**config.mk**
```make
export PLATFORM = sky130hd
export DESIGN_NAME = imul_seq
export DESIGN_NICKNAME = d
export VERILOG_FILES = /design/src/rtl/imul_pkg.sv /design/src/rtl/imul_slice_acc.sv /design/src/rtl/imul_delay_line.sv /design/src/rtl/imul_seq.sv
export SDC_FILE = /design/constraint.sdc
export NUM_CORES = 2
export LEC_CHECK = 0
export BUFFER_PORTS_ARGS = -buffer_cell sky130_fd_sc_hd__buf_2
export CAP_MARGIN = 20
export CORE_MARGIN = 1.5
export CORE_UTILIZATION = 52
export CTS_BUF_LIST = sky130_fd_sc_hd__clkbuf_4
export DETAILED_ROUTE_END_ITERATION = 7
export MAX_ROUTING_LAYER = met4
export PLACE_DENSITY = 0.69
export SYNTH_ARGS = -nofsm -noshare
export SYNTH_HDL_FRONTEND = slang
export SYNTH_SLANG_ARGS = --single-unit
```
**constraint.sdc**
```tcl
create_clock -name clk -period 22.5 [get_ports clk]
set_clock_uncertainty 0.05 [all_clocks]
set_input_delay 4.5 -clock clk [delete_from_list [all_inputs] [get_ports clk]]
set_output_delay 4.5 -clock clk [all_outputs]
set_load 0.1 [all_outputs]
```
**src/rtl/imul_pkg.sv**
```systemverilog
package imul_pkg;
   typedef enum logic {
      MODE_NARROW = 1'b0,
      MODE_WIDE   = 1'b1
   } imul_mode_e;

   // byte extension bit: only the most significant slice carries the sign
   function automatic logic slice_ext(input logic msb, input logic is_top);
      return is_top & msb;
   endfunction
endpackage

```
**src/rtl/imul_slice_acc.sv**
```systemverilog
module imul_slice_acc
   import imul_pkg::*;
#(
   parameter int DW = 32,
   parameter int SL = 8,
   parameter int TW = 5
) (
   input  logic            clk,
   input  logic            rst,
   input  logic            iss_vld,
   input  logic            iss_wide,
   input  logic [TW-1:0]   iss_tag,
   input  logic [DW-1:0]   src_a,
   input  logic [DW-1:0]   src_b,
   output logic            busy,
   output logic            iss_rej,
   output logic            done_vld,
   output logic            done_wide,
   output logic [TW-1:0]   done_tag,
   output logic [2*DW-1:0] done_prod
);
   localparam int NS  = DW / SL;
   localparam int PW  = (NS > 1) ? $clog2(NS) : 1;
   localparam int PRW = 2 * DW;

   logic [PW-1:0]  ph;
   logic [PRW-1:0] acc, pp, sum, ax, bx;
   logic [SL-1:0]  sl;
   logic           accept, top, ext;
   imul_mode_e     mode_q;
   logic [TW-1:0]  tag_q;

   assign busy   = (ph != '0);
   assign accept = iss_vld && !busy;
   assign top    = (ph == PW'(NS - 1));
   assign sl     = src_a[ph*SL +: SL];
   assign ext    = slice_ext(sl[SL-1], top);
   assign ax     = {{(PRW-SL){ext}}, sl};
   assign bx     = {{DW{src_b[DW-1]}}, src_b};
   assign pp     = (ax * bx) << (32'(ph) * SL);
   assign sum    = (accept ? '0 : acc) + pp;

   always_ff @(posedge clk) begin
      if (rst) begin
         ph      <= '0;
         acc     <= '0;
         iss_rej <= 1'b0;
         mode_q  <= MODE_NARROW;
         tag_q   <= '0;
      end else begin
         iss_rej <= iss_vld && busy;
         if (accept) begin
            ph     <= PW'(1);
            acc    <= sum;
            mode_q <= imul_mode_e'(iss_wide);
            tag_q  <= iss_tag;
         end else if (busy) begin
            acc <= sum;
            ph  <= top ? '0 : ph + PW'(1);
         end
      end
   end

   assign done_vld  = busy && top;
   assign done_wide = (mode_q == MODE_WIDE);
   assign done_tag  = tag_q;
   assign done_prod = sum;

   p_issue_busy_r2: assert property (@(posedge clk) disable iff (rst)
      (iss_vld && !busy) |=> busy);
   p_busy_len_r2: assert property (@(posedge clk) disable iff (rst)
      $fell(busy) |-> ($past(busy, 1) && $past(busy, 2) && $past(busy, 3)));
   p_rej_keeps_tag_r3: assert property (@(posedge clk) disable iff (rst)
      (iss_vld && busy) |=> ($stable(tag_q) && $stable(mode_q)));
   p_done_single_r8: assert property (@(posedge clk) disable iff (rst)
      done_vld |=> !done_vld);
endmodule

```
**src/rtl/imul_delay_line.sv**
```systemverilog
module imul_delay_line #(
   parameter int DEPTH = 5,
   parameter int PRW   = 64,
   parameter int TW    = 5
) (
   input  logic           clk,
   input  logic           rst,
   input  logic           in_vld,
   input  logic           in_wide,
   input  logic [TW-1:0]  in_tag,
   input  logic [PRW-1:0] in_prod,
   output logic           out_vld,
   output logic           out_wide,
   output logic [TW-1:0]  out_tag,
   output logic [PRW-1:0] out_prod
);
   logic           v [DEPTH+1];
   logic           w [DEPTH+1];
   logic [TW-1:0]  t [DEPTH+1];
   logic [PRW-1:0] p [DEPTH+1];

   assign v[0] = in_vld;
   assign w[0] = in_wide;
   assign t[0] = in_tag;
   assign p[0] = in_prod;

   for (genvar j = 1; j <= DEPTH; j++) begin : g_stage
      always_ff @(posedge clk) begin
         if (rst) begin
            v[j] <= 1'b0;
            w[j] <= 1'b0;
            t[j] <= '0;
            p[j] <= '0;
         end else begin
            v[j] <= v[j-1];
            w[j] <= w[j-1];
            t[j] <= t[j-1];
            p[j] <= p[j-1];
         end
      end
   end

   assign out_vld  = v[DEPTH];
   assign out_wide = w[DEPTH];
   assign out_tag  = t[DEPTH];
   assign out_prod = p[DEPTH];

   p_chain_move_r8: assert property (@(posedge clk) disable iff (rst)
      in_vld |=> v[1]);
endmodule

```
**src/rtl/imul_seq.sv**
```systemverilog
module imul_seq
   import imul_pkg::*;
#(
   parameter int DW       = 32,
   parameter int SL       = 8,
   parameter int TW       = 5,
   parameter int WB_STAGE = 9
) (
   input  logic          clk,
   input  logic          rst,
   input  logic          iss_vld,
   input  logic          iss_wide,
   input  logic [TW-1:0] iss_tag,
   input  logic [DW-1:0] src_a,
   input  logic [DW-1:0] src_b,
   output logic          busy,
   output logic          iss_rej,
   output logic          wr_vld,
   output logic          wr_hi,
   output logic [TW-1:0] wr_tag,
   output logic [DW-1:0] wr_data
);
   localparam int NS    = DW / SL;
   localparam int PRW   = 2 * DW;
   localparam int DEPTH = WB_STAGE - NS;

   if (DW % SL != 0) begin : g_bad_slice
      $error("DW must be a multiple of SL");
   end
   if (NS < 2) begin : g_bad_count
      $error("at least two slices required");
   end
   if (DEPTH < 1) begin : g_bad_depth
      $error("WB_STAGE must exceed the slice count");
   end

   logic           a_vld, a_wide, lo_vld, lo_wide;
   logic [TW-1:0]  a_tag, lo_tag;
   logic [PRW-1:0] a_prod, lo_prod;
   logic           hi_vld;
   logic [TW-1:0]  hi_tag;
   logic [DW-1:0]  hi_data;

   imul_slice_acc #(.DW(DW), .SL(SL), .TW(TW)) u_acc (
      .clk(clk), .rst(rst), .iss_vld(iss_vld), .iss_wide(iss_wide),
      .iss_tag(iss_tag), .src_a(src_a), .src_b(src_b), .busy(busy),
      .iss_rej(iss_rej), .done_vld(a_vld), .done_wide(a_wide),
      .done_tag(a_tag), .done_prod(a_prod)
   );

   imul_delay_line #(.DEPTH(DEPTH), .PRW(PRW), .TW(TW)) u_dly (
      .clk(clk), .rst(rst), .in_vld(a_vld), .in_wide(a_wide),
      .in_tag(a_tag), .in_prod(a_prod), .out_vld(lo_vld),
      .out_wide(lo_wide), .out_tag(lo_tag), .out_prod(lo_prod)
   );

   always_ff @(posedge clk) begin
      if (rst) begin
         hi_vld  <= 1'b0;
         hi_tag  <= '0;
         hi_data <= '0;
      end else begin
         hi_vld  <= lo_vld && lo_wide;
         hi_tag  <= lo_tag;
         hi_data <= lo_prod[PRW-1:DW];
      end
   end

   assign wr_vld  = lo_vld | hi_vld;
   assign wr_hi   = hi_vld;
   assign wr_tag  = hi_vld ? hi_tag : lo_tag;
   assign wr_data = hi_vld ? hi_data : lo_prod[DW-1:0];

   p_no_clash_r8: assert property (@(posedge clk) disable iff (rst)
      !(lo_vld && hi_vld));
   p_hi_after_lo_r6: assert property (@(posedge clk) disable iff (rst)
      wr_hi |-> $past(wr_vld && !wr_hi));
   p_tag_pair_r7: assert property (@(posedge clk) disable iff (rst)
      wr_hi |-> (wr_tag == $past(wr_tag)));
endmodule

```
==> metrics.md <==
| Metric | Value |
|---|---|
| Status | `finished clean` |
| Max_cap viols | `0` |
| Max stage delay on crit path | `0.75 ns` |
| Crit path kind | `input port to register` |
| Root buf cell | `clkbuf_4` |
| Hold depth | `1` |
| Worst hold start | `u_dly.p[217]$_SDFF_PP0_` |
| Global route total overflow | `0` |
| CP most frequent cell | `fa_1` |
| Area of the die | `55170 µm²` |
| PostCTS Resize Cnt | `0` |
| Area Growth Syn to Fin | `8.714%` |
| CTS sink cnt | `466` |
| Routability Congestion | `0.9650` |
| Via count | `20.28k` |
| Clk slew on worst S/H paths | `0.07 ns` |
| Crit path launch type | `input port` |
| Nets@finish | `3515` |
| Reg2reg path depth | `36` |
| Asr flop ratio synth | `0%` |
| Peak Freq | `0.07279 GHz` |
| Post-route ant nets | `0` |
| Largest net degree at the start of global routing | `139` |
| DPL Wire Length | `51060 µm` |
| Port Buf Inserts | `113` |
| Synthesized cell area | `27960 µm²` |
| Most common cell after layout, fill and taps aside | `dfxtp_1` |
| Initial Utilization | `52.89%` |
| Post-Route WL | `66600 µm` |
| CP Data Required Time | `23.25 ns` |
| R2R Path Start | `u_acc.ph[0]$_SDFFE_PP0P_` |
| Worst setup startpoint | `src_a[31]` |
| Worst hold path class | `register to register` |
| I/O pin total | `114` |
| Setup Fix Bufs, Post-CTS | `0` |
| Distinct cells, synth | `74` |
| Initial antenna violation count | `4` |
| Post-synth net total | `3418` |
| Number of global-route vias before repair | `20.84k` |
| WP data arrival | `14.49 ns` |
| Core ar. | `52870 µm²` |
| FF+latch count, synth | `466` |
| CTS tree | `done` |
| Unrepaired setup endpoints after global routing | `false` |
| Layout cells sized above 1 | `12.20%` |
| Drt drc | `0` |
| Rel. slew slack | `30.18%` |
| Filler Cells Inserted | `4712` |
| DR WL/cell | `17.38 µm` |
| Pre-antenna DRT Iters | `5` |
| Fin. Hold Viols | `0` |
| Die H | `234.9 µm` |
| Vias/cell | `5.293` |
| Die X | `234.9 µm` |
| Post-synth EDFFs | `0` |
| CTS hold repair buffers | `0` |
| Total GRT Usage | `25.31%` |
| Tightest Pin Transition | `1.047 ns` |
| Post-synthesis cell count | `2963` |
| Critical Path Slowest Stage Cell | `mux4_2` |
| Commonest cells after routing, fill and taps aside | `dfxtp_1, nor2b_1, nand2_1, and2_1, fa_1` |
| Ys flop type | `dfxtp_1` |
| Final worst path period share | `61.06%` |
| Critical Path End Type | `register` |
| Post-synthesis sequential area ratio | `33.37%` |
| Clock latency on the worst-skew pair | `0.88 ns` |
| Initial DRC count | `1150` |
| # rows | `84` |
| # setup viols final | `0` |
| Syn_area_per_cell | `9.436 µm²` |
| H-tree Lvls | `3` |
| Bufs on Longest Clock Path | `3` |
| Critical Path Fanout Max | `33` |
| Final Max Tran Viols | `0` |
| Syn. warnings | `0` |
| CTS Buf Count | `109` |
| Clock period minus worst slack | `13.74 ns` |
| Setup_tns | `0 ns` |
| First-pass GRT wire length | `109300 µm` |
-- cell families (layout without fill, tap and decap cells) --
| family | after synthesis | count (layout) | synth area share [%] |
|---|---|---|---|
| AOI/OAI and AO/OA | 458 | 458 | 10.37 |
| xor gates and xnor gates | 98 | 98 | 3.070 |
| adders and majority gates | 382 | 382 | 23.33 |
| buffers and inverters | 313 | 489 | 4.220 |
| DFF | 466 | 466 | 33.37 |
| muxes | 73 | 73 | 3.245 |
| other | 0 | 5 | 0 |
| and+or+nand+nor | 1173 | 1173 | 22.40 |
-- per-stage QoR --
| step | cell area (µm²) | std cells | setup WS (ns) | util (%) | hold slack (ns) |
|---|---|---|---|---|---|
| after floorplan | 27960 | 2963 | 9.635 | - | 0.3638 |
| after global placement | 28990 | 3637 | 8.030 | 54.83 | 0.3661 |
| after detailed placement | 28990 | 3637 | 7.911 | 54.83 | 0.3704 |
| after CTS | 30380 | 3827 | 8.830 | 57.47 | 0.3391 |
| after global routing | 30390 | 3831 | 7.993 | 57.49 | 0.3586 |
| final | 30390 | 3832 | 8.762 | 57.49 | 0.3518 |
-- path summary, 6_finish.rpt --
path / endpoint / slack [ns]
min: u_dly.p[153]$_SDFF_PP0_ / 0.35
max reg2reg: u_acc.acc[61]$_SDFFE_PP0P_ / 11.65
max: u_acc.acc[61]$_SDFFE_PP0P_ / 8.76
min reg2reg: u_dly.p[153]$_SDFF_PP0_ / 0.35
-- routing by layer --
metal	track usage [%]	wire length (µm)	up-vias
met4	9.603	1894	0
met5	-	0	-
met3	4.229	3274	115
li1	-	-	9928
met1	31.58	29390	9720
met2	41.26	32040	518
-- cells in the mapped netlist (6+ instances only) --
library cell / n / area [µm²]
or3_1: 6 / 37.54
and2_1: 280 / 1752
o21ai_0: 67 / 335.3
mux2i_1: 22 / 220.2
mux2_2: 41 / 461.7
a21o_1: 60 / 450.4
nor3_1: 20 / 100.1
o21a_1: 16 / 120.1
nand2b_1: 11 / 68.82
nand4_1: 12 / 75.07
dfxtp_1: 466 / 9329
inv_1: 168 / 630.6
a31oi_1: 17 / 106.4
o21ai_1: 6 / 30.03
or2_2: 7 / 43.79
o211ai_1: 11 / 82.58
mux4_2: 10 / 225.2
fa_1: 232 / 4644
xor2_1: 36 / 315.3
nor2_1: 121 / 454.2
xnor2_1: 62 / 543.0
a211oi_1: 19 / 142.6
buf_1: 19 / 71.32
a21oi_1: 186 / 930.9
nand2_1: 303 / 1137
nand3_1: 37 / 185.2
o21bai_1: 19 / 142.6
and3_1: 20 / 125.1
clkbuf_1: 120 / 450.4
ha_1: 150 / 1877
nor2b_1: 336 / 2102
-- worst max-delay path, delay by kind of cell --
kind / cells / cell delay (ns)
AOI/OAI and AO/OA: 12 / 2.64
buffers and inverters: 6 / 0.77
muxes: 2 / 1.04
xor gates and xnor gates: 1 / 0.11
adders and majority gates: 7 / 3.11
and+or+nand+nor: 10 / 2.30
-- final cells by class --
| class | count | area, µm² | share of cell area, % |
|---|---|---|---|
| inverters | 170 | 638.1 | 2.099 |
| diodes | 5 | 12.51 | 0.04117 |
| well taps | 688 | 860.8 | 2.832 |
| flip-flops and latches | 466 | 9333 | 30.71 |
| clock inverters | 27 | 171.4 | 0.5640 |
| repair buffers | 129 | 695.7 | 2.289 |
| clock buffers | 163 | 1224 | 4.026 |
| multi-input cells | 2184 | 17460 | 57.44 |
-- sequential cells by signal (all words and copies together), names as in the netlist, 2 cells and up --
register and flops:
hi_data 32, hi_tag 5, u_acc.acc 64, u_acc.done_tag 5, u_acc.ph 2, u_dly.out_prod 64, u_dly.out_tag 5, u_dly.p 256
u_dly.t 20, u_dly.v 4, u_dly.w 4
Power is left out: the tool's default activity adds up to more than one toggle a clock period on the data nets, which glitch-free logic cannot reach.
